[config.mk]
export PLATFORM = sky130hd
export DESIGN_NAME = addr_claim_decoder
export DESIGN_NICKNAME = d
export VERILOG_FILES = /design/src/rtl/addr_claim_pkg.sv /design/src/rtl/addr_claim_ctrl.sv /design/src/rtl/addr_claim_dp.sv /design/src/rtl/addr_claim_decoder.sv
export SDC_FILE = /design/constraint.sdc
export NUM_CORES = 1
export LEC_CHECK = 0
export BUFFER_PORTS_ARGS = -buffer_cell sky130_fd_sc_hd__buf_4
export CORE_ASPECT_RATIO = 1.2
export CORE_MARGIN = 1
export CORE_UTILIZATION = 30
export DETAILED_ROUTE_END_ITERATION = 8
export HOLD_SLACK_MARGIN = 0.06
export REMOVE_ABC_BUFFERS = 1
export SLEW_MARGIN = 5
export SYNTH_ARGS = -nofsm -noshare
export SYNTH_HDL_FRONTEND = slang
export SYNTH_HIERARCHICAL = 1
export SYNTH_SLANG_ARGS = --single-unit
[constraint.sdc]
create_clock -name clk -period 2.1 [get_ports clk]
set_input_delay 0.105 -clock clk [delete_from_list [all_inputs] [get_ports clk]]
set_output_delay 0.105 -clock clk [all_outputs]
set_load 0.03 [all_outputs]
[src/rtl/addr_claim_pkg.sv]
package addr_claim_pkg;

  localparam logic [1:0] TYPE_IO   = 2'b01;
  localparam logic       SPACE_MEM = 1'b0;
  localparam logic       SPACE_IO  = 1'b1;

  // strobes from control to datapath
  typedef struct packed {
    logic load;   // capture a fresh decode result
    logic clear;  // drive the result registers to zero
  } claimStrobe_t;

  function automatic int unsigned atLeastOne(input int unsigned v);
    return (v < 1) ? 1 : v;
  endfunction

endpackage

[src/rtl/addr_claim_ctrl.sv]
module addr_claim_ctrl
  import addr_claim_pkg::*;
(
  input  logic         clk,
  input  logic         rstN,
  input  logic         reqValid,
  output claimStrobe_t strobe,
  output logic         rspValid
);

  always_comb begin
    strobe.load  = reqValid;
    strobe.clear = !reqValid;
  end

  always_ff @(posedge clk or negedge rstN) begin
    if (!rstN) rspValid <= 1'b0;
    else       rspValid <= reqValid;
  end

  AST_RESP_LATENCY: assert property (@(posedge clk) disable iff (!rstN)
    reqValid |=> rspValid);

  AST_NO_SPURIOUS_VALID: assert property (@(posedge clk) disable iff (!rstN)
    !reqValid |=> !rspValid);

endmodule

[src/rtl/addr_claim_dp.sv]
module addr_claim_dp
  import addr_claim_pkg::*;
#(
  parameter int unsigned ADDR_W  = 32,
  parameter int unsigned DATA_W  = 32,
  parameter int unsigned NUM_DEV = 4,
  parameter int unsigned NUM_BAR = 2,
  localparam int unsigned NUM_WIN = NUM_DEV * NUM_BAR,
  localparam int unsigned DEV_W   = atLeastOne($clog2(NUM_DEV)),
  localparam int unsigned BAR_W   = atLeastOne($clog2(NUM_BAR))
) (
  input  logic                      clk,
  input  logic                      rstN,
  input  claimStrobe_t              strobe,
  input  logic                      reqSpace,
  input  logic                      reqWrite,
  input  logic [ADDR_W-1:0]         reqAddr,
  input  logic [NUM_WIN*ADDR_W-1:0] winBase,
  input  logic [NUM_WIN*ADDR_W-1:0] winSize,
  input  logic [NUM_WIN*2-1:0]      winType,
  input  logic [NUM_DEV*DATA_W-1:0] devRdData,
  output logic                      rspClaim,
  output logic [DEV_W-1:0]          rspDev,
  output logic [BAR_W-1:0]          rspBar,
  output logic [ADDR_W-1:0]         rspOffset,
  output logic [DATA_W-1:0]         rspData
);

  logic [NUM_WIN-1:0] hitVec;
  logic [NUM_WIN-1:0] grantVec;
  logic               anyHit;
  logic [ADDR_W-1:0]  selBase;
  logic [DEV_W-1:0]   selDev;
  logic [BAR_W-1:0]   selBar;
  logic [DATA_W-1:0]  selData;

  // per-window comparators
  for (genvar g = 0; g < NUM_WIN; g++) begin : gWin
    logic [ADDR_W-1:0] base;
    logic [ADDR_W-1:0] size;
    logic [1:0]        wType;
    logic              eligible;
    logic              inRange;

    assign base  = winBase[g*ADDR_W +: ADDR_W];
    assign size  = winSize[g*ADDR_W +: ADDR_W];
    assign wType = winType[g*2 +: 2];

    assign eligible = (reqSpace == SPACE_IO) ? (wType == TYPE_IO) : (wType[0] == 1'b0);
    assign inRange  = ({1'b0, reqAddr} >= {1'b0, base}) &&
                      ({1'b0, reqAddr} <  ({1'b0, base} + {1'b0, size}));
    assign hitVec[g] = eligible && inRange && (size != '0);

    AST_EMPTY_NEVER_GRANTED: assert property (@(posedge clk) disable iff (!rstN)
      grantVec[g] |-> (size != '0));
  end

  // priority pick: lowest index wins
  always_comb begin
    grantVec = '0;
    anyHit   = 1'b0;
    selBase  = '0;
    selDev   = '0;
    selBar   = '0;
    for (int i = 0; i < NUM_WIN; i++) begin
      if (hitVec[i] && !anyHit) begin
        grantVec[i] = 1'b1;
        anyHit      = 1'b1;
        selBase     = winBase[i*ADDR_W +: ADDR_W];
        selDev      = DEV_W'(i / NUM_BAR);
        selBar      = BAR_W'(i % NUM_BAR);
      end
    end
  end

  always_comb begin
    selData = '0;
    for (int d = 0; d < NUM_DEV; d++) begin
      if (selDev == DEV_W'(d)) selData = devRdData[d*DATA_W +: DATA_W];
    end
  end

  always_ff @(posedge clk or negedge rstN) begin
    if (!rstN) begin
      rspClaim  <= 1'b0;
      rspDev    <= '0;
      rspBar    <= '0;
      rspOffset <= '0;
      rspData   <= '0;
    end else if (strobe.load) begin
      rspClaim  <= anyHit;
      rspDev    <= selDev;
      rspBar    <= selBar;
      rspOffset <= anyHit ? (reqAddr - selBase) : '0;
      rspData   <= (anyHit && !reqWrite) ? selData : '0;
    end else if (strobe.clear) begin
      rspClaim  <= 1'b0;
      rspDev    <= '0;
      rspBar    <= '0;
      rspOffset <= '0;
      rspData   <= '0;
    end
  end

  AST_SINGLE_GRANT: assert property (@(posedge clk) disable iff (!rstN)
    $onehot0(grantVec));

  AST_UNCLAIMED_ZERO: assert property (@(posedge clk) disable iff (!rstN)
    !rspClaim |-> (rspOffset == '0 && rspData == '0 && rspDev == '0 && rspBar == '0));

endmodule

[src/rtl/addr_claim_decoder.sv]
module addr_claim_decoder
  import addr_claim_pkg::*;
#(
  parameter int unsigned ADDR_W  = 32,
  parameter int unsigned DATA_W  = 32,
  parameter int unsigned NUM_DEV = 4,
  parameter int unsigned NUM_BAR = 2,
  localparam int unsigned NUM_WIN = NUM_DEV * NUM_BAR,
  localparam int unsigned DEV_W   = atLeastOne($clog2(NUM_DEV)),
  localparam int unsigned BAR_W   = atLeastOne($clog2(NUM_BAR))
) (
  input  logic                      clk,
  input  logic                      rstN,
  input  logic                      reqValid,
  input  logic                      reqSpace,
  input  logic                      reqWrite,
  input  logic [ADDR_W-1:0]         reqAddr,
  input  logic [NUM_WIN*ADDR_W-1:0] winBase,
  input  logic [NUM_WIN*ADDR_W-1:0] winSize,
  input  logic [NUM_WIN*2-1:0]      winType,
  input  logic [NUM_DEV*DATA_W-1:0] devRdData,
  output logic                      rspValid,
  output logic                      rspClaim,
  output logic [DEV_W-1:0]          rspDev,
  output logic [BAR_W-1:0]          rspBar,
  output logic [ADDR_W-1:0]         rspOffset,
  output logic [DATA_W-1:0]         rspData
);

  claimStrobe_t strobe;

  addr_claim_ctrl u_ctrl (
    .clk      (clk),
    .rstN     (rstN),
    .reqValid (reqValid),
    .strobe   (strobe),
    .rspValid (rspValid)
  );

  addr_claim_dp #(
    .ADDR_W  (ADDR_W),
    .DATA_W  (DATA_W),
    .NUM_DEV (NUM_DEV),
    .NUM_BAR (NUM_BAR)
  ) u_dp (
    .clk       (clk),
    .rstN      (rstN),
    .strobe    (strobe),
    .reqSpace  (reqSpace),
    .reqWrite  (reqWrite),
    .reqAddr   (reqAddr),
    .winBase   (winBase),
    .winSize   (winSize),
    .winType   (winType),
    .devRdData (devRdData),
    .rspClaim  (rspClaim),
    .rspDev    (rspDev),
    .rspBar    (rspBar),
    .rspOffset (rspOffset),
    .rspData   (rspData)
  );

  AST_OFFSET_BOUND: assert property (@(posedge clk) disable iff (!rstN)
    (reqValid ##1 rspClaim) |-> (rspOffset <= $past(reqAddr)));

  AST_QUIET_WHEN_IDLE: assert property (@(posedge clk) disable iff (!rstN)
    !rspValid |-> !rspClaim);

endmodule

==> impl_metrics.csv <==
group,metric,value,unit
status,status,"finished, violations left",
status,violations,"negative setup slack",
timing,post-route-period-util,414,%
floorplan,initial_core_util,30.4,%
global_route,track_usage,32.3,%
worst_setup_path,slowest_delay,0.49,ns
timing,final-max-slew-violation-count,0,
global_route,grt_use_met2,59.2,%
worst_setup_path,r2r_end,"u_dp/rspOffset[17]$_DFFE_PN0P_",
timing,tightest_slew,1.12,ns
timing,setup_viol,68,
clocking,root_buffer,"clkbuf_16",
place,pre_cts_ws,-7.86,ns
logic_synthesis,synth_warnings,6,
worst_setup_path,crit_arrival,8.92,ns
finish,fin_nets,7579,
place,io_buffers,761,
route,firstDrtPassIters,6,
finish,syn_to_final_growth,67.2,%
timing,slew_headroom,23.2,%
worst_setup_path,r2r_start,"u_dp/rspOffset[17]$_DFFE_PN0P_",
global_route,grt.overflow.total,0,
worst_setup_path,cp-start-kind,"input pin",
route,drcViolationCount,0,
global_route,grt_pass1_vias,40559,
route,drt-vias-per-instance,5.40,
logic_synthesis,synth_top_area_share,33.0,%
global_route,grt_pass1_wl,244000,um
global_route,use_met3,6.40,%
logic_synthesis,synth.largest_area_cell,"ha_1",
place,gp_congestion,1.05,
finish,final_common_cell,"buf_4",
logic_synthesis,syn_avg_cell_area,7.66,sq um
finish,nFillCells,9605,
clocking,cts_tree,"done",
timing,fmax,115,MHz
finish,final_core_util,50.8,%
floorplan,die_area,0.101,sq mm
run,cap_violations,0,
floorplan,coreArea,0.0987,sq mm
power,power,0.0242,W
worst_setup_path,cp-endpoint,"u_dp/rspOffset[30]$_DFFE_PN0P_",
global_route,grt_max_degree,62,
timing,period_minus_slack,8.69,ns
route,via_count,39873,
clocking,numCtsBuffers,9,
power,vdd_drop_max,419,uV
route,wl,171000,um
logic_synthesis,yosysSeqAreaShare,5.76,%
route,drtIter0Drc,2294,
clocking,htreeDepth,3,
logic_synthesis,synthTopCellsByArea,"ha_1 33%, a21oi_1 5.8%, dfrtp_1 5.8%",
worst_setup_path,crit_required,2.32,ns
global_route,antenna_found_initial,45,
logic_synthesis,ys_types,89,
route,routedWlPerCell,23.1,um
timing,finClkSkew,0,ns
floorplan,ios,762,
floorplan,rows,126,
worst_setup_path,worstPathMaxFanout,4,
route,ant_nets,0,
worst_setup_path,cp-startpoint,"winBase[33]",
logic_synthesis,synth_ff_type,"dfrtp_1",
timing,hold_viol,0,
clocking,path_clk_slew,0.05,ns
clocking,clk_path_buf_depth,2,
logic_synthesis,ys_seq_elements,69,
worst_setup_path,cp-end-kind,"flop",
clocking,insertion_delay,0.34,ns
min_path,hp-class,"in2reg",
logic_synthesis,netlist_instances,3916,
worst_setup_path,crit_type,"in2reg",
logic_synthesis,synthArstFlopShare,100,%
worst_setup_path,reg2regPathDepth,1,
worst_setup_path,r2r_slack,1.34,ns
logic_synthesis,synth_edf_count,0,
timing,hold_slack,0.126,ns
worst_setup_path,cpMostUsedCell,"buf_4",
timing,rsz0062_at_grt,"yes",
logic_synthesis,synthesis.area,0.0300,sq mm
finish,final_cell_mix,"2171 x buf_4, 776 x ha_1, 346 x inv_1, 305 x a21oi_1, 231 x nand2_1",
global_route,busiest_layer,"met2",
global_route,use_met1,32.5,%
floorplan,dieWidth,291,um
finish,drive_above_1_share,40.8,%
clocking,clock-sinks,69,
floorplan,die_y,348,um
power,powerDensity,483,mW/mm^2
power,leakagePower,26.6,nW
timing,setup_ws,-6.59,ns
place,dpl.hpwl,151000,um
worst_setup_path,crit_slowest_cell,"a2111o_1",
worst min path at each step:
stage | start | endpoint | slack (ns) | cells after the start
after detailed placement | rstN | u_dp/rspData[3]$_DFFE_PN0P_ | -0.02 | 1
after global placement | rstN | u_dp/rspData[3]$_DFFE_PN0P_ | -0.02 | 1
after global routing | devRdData[123] | u_dp/rspData[27]$_DFFE_PN0P_ | 0.13 | 3
after floorplan | rstN | u_ctrl/rspValid$_DFF_PN0_ | -0.19 | 0
final | devRdData[27] | u_dp/rspData[27]$_DFFE_PN0P_ | 0.13 | 3
after CTS | devRdData[27] | u_dp/rspData[27]$_DFFE_PN0P_ | 0.11 | 3
state kept, by name (all words and copies together), names as in the netlist:
signal	cells
u_ctrl/rspValid	1
u_dp/rspClaim	1
u_dp/rspDev	2
u_dp/rspOffset	32
u_dp/rspBar	1
u_dp/rspData	32
layout make-up:
cell class                 count  area, sq um  area share (%)
antenna                       18         45.0          0.0898
clock buffer                  10          239           0.477
clock inverter                 4         50.0          0.0998
inverter                     350         1310            2.62
multi-input combinational   3427        28000            55.8
sequential                    69         1730            3.44
tap                         1280         1600            3.19
timing repair buffer        2229        17200            34.3
timing repair:
action                                 CTS  global route
gates cloned                             1             3
buffers inserted                        68            26
hold buffers                             2             0
endpoints found under the hold margin   70             0
resized for setup                      266            92
setup endpoints to repair               68            68
pin swaps                              131           129
through the flow:
step | instance area (sq um) | instances | TNS (ns)
2_1_floorplan | 29700 | 3846 | -434.08
3_3_place_gp | 47600 | 7263 | -405.17
3_5_place_dp | 47600 | 7263 | -408.99
4_1_cts | 49500 | 7344 | -312.72
5_1_grt | 50100 | 7382 | -343.88
6_report | 50200 | 7387 | -329.27
metal layers:
metal,routed length [um],share of wire (%)
met3,11000,6.4
met4,13700,8.0
met5,352,0.21
met1,61200,36
met2,84500,49
logic make-up after synthesis:
kind of cell | count (synthesis) | share of synthesized area [%]
flip-flops | 69 | 5.76
adder cells (fa/ha/maj) | 800 | 33.6
AND/OR/NAND/NOR | 972 | 16.6
AO/OA/AOI/OAI | 1415 | 31.7
XOR/XNOR | 238 | 6.95
multiplexers | 2 | 0.0667
buffers and inverters | 420 | 5.34
synth_stat cells (18+ instances only):
| library cell | n |
|---|---|
| nor2b_1 | 60 |
| nor3_1 | 59 |
| a22o_1 | 71 |
| a31oi_1 | 40 |
| a211oi_1 | 47 |
| o21ai_0 | 275 |
| and3_1 | 31 |
| a21oi_1 | 347 |
| or3_1 | 28 |
| nand4_1 | 95 |
| a211o_1 | 19 |
| xnor2_1 | 105 |
| inv_1 | 349 |
| a2111oi_0 | 18 |
| nand2_1 | 238 |
| nor4_1 | 78 |
| dfrtp_1 | 69 |
| xor2_1 | 133 |
| a21o_1 | 201 |
| a221oi_1 | 49 |
| and2_1 | 19 |
| nand3_1 | 58 |
| ha_1 | 791 |
| nand2b_1 | 52 |
| clkbuf_1 | 54 |
| nor2_1 | 192 |
| o21bai_1 | 55 |
| a221o_1 | 44 |
| o21a_1 | 60 |
| o211ai_1 | 35 |
power by group:
part,switching [W],internal [W],total [W],leakage [nW]
logic,0.0105,0.0103,0.0208,25.5
clock network,0.000553,0.000934,0.00149,0.137
registers,0.000207,0.00169,0.00189,0.921
critical path, delay by kind of cell:
kind	cells	cell delay [ns]
AO/OA/AOI/OAI	30	5.60
XOR/XNOR	2	0.29
adder cells (fa/ha/maj)	3	0.88
buffers and inverters	8	1.18
AND/OR/NAND/NOR	5	0.84
(Power assumes the default switching activity.)
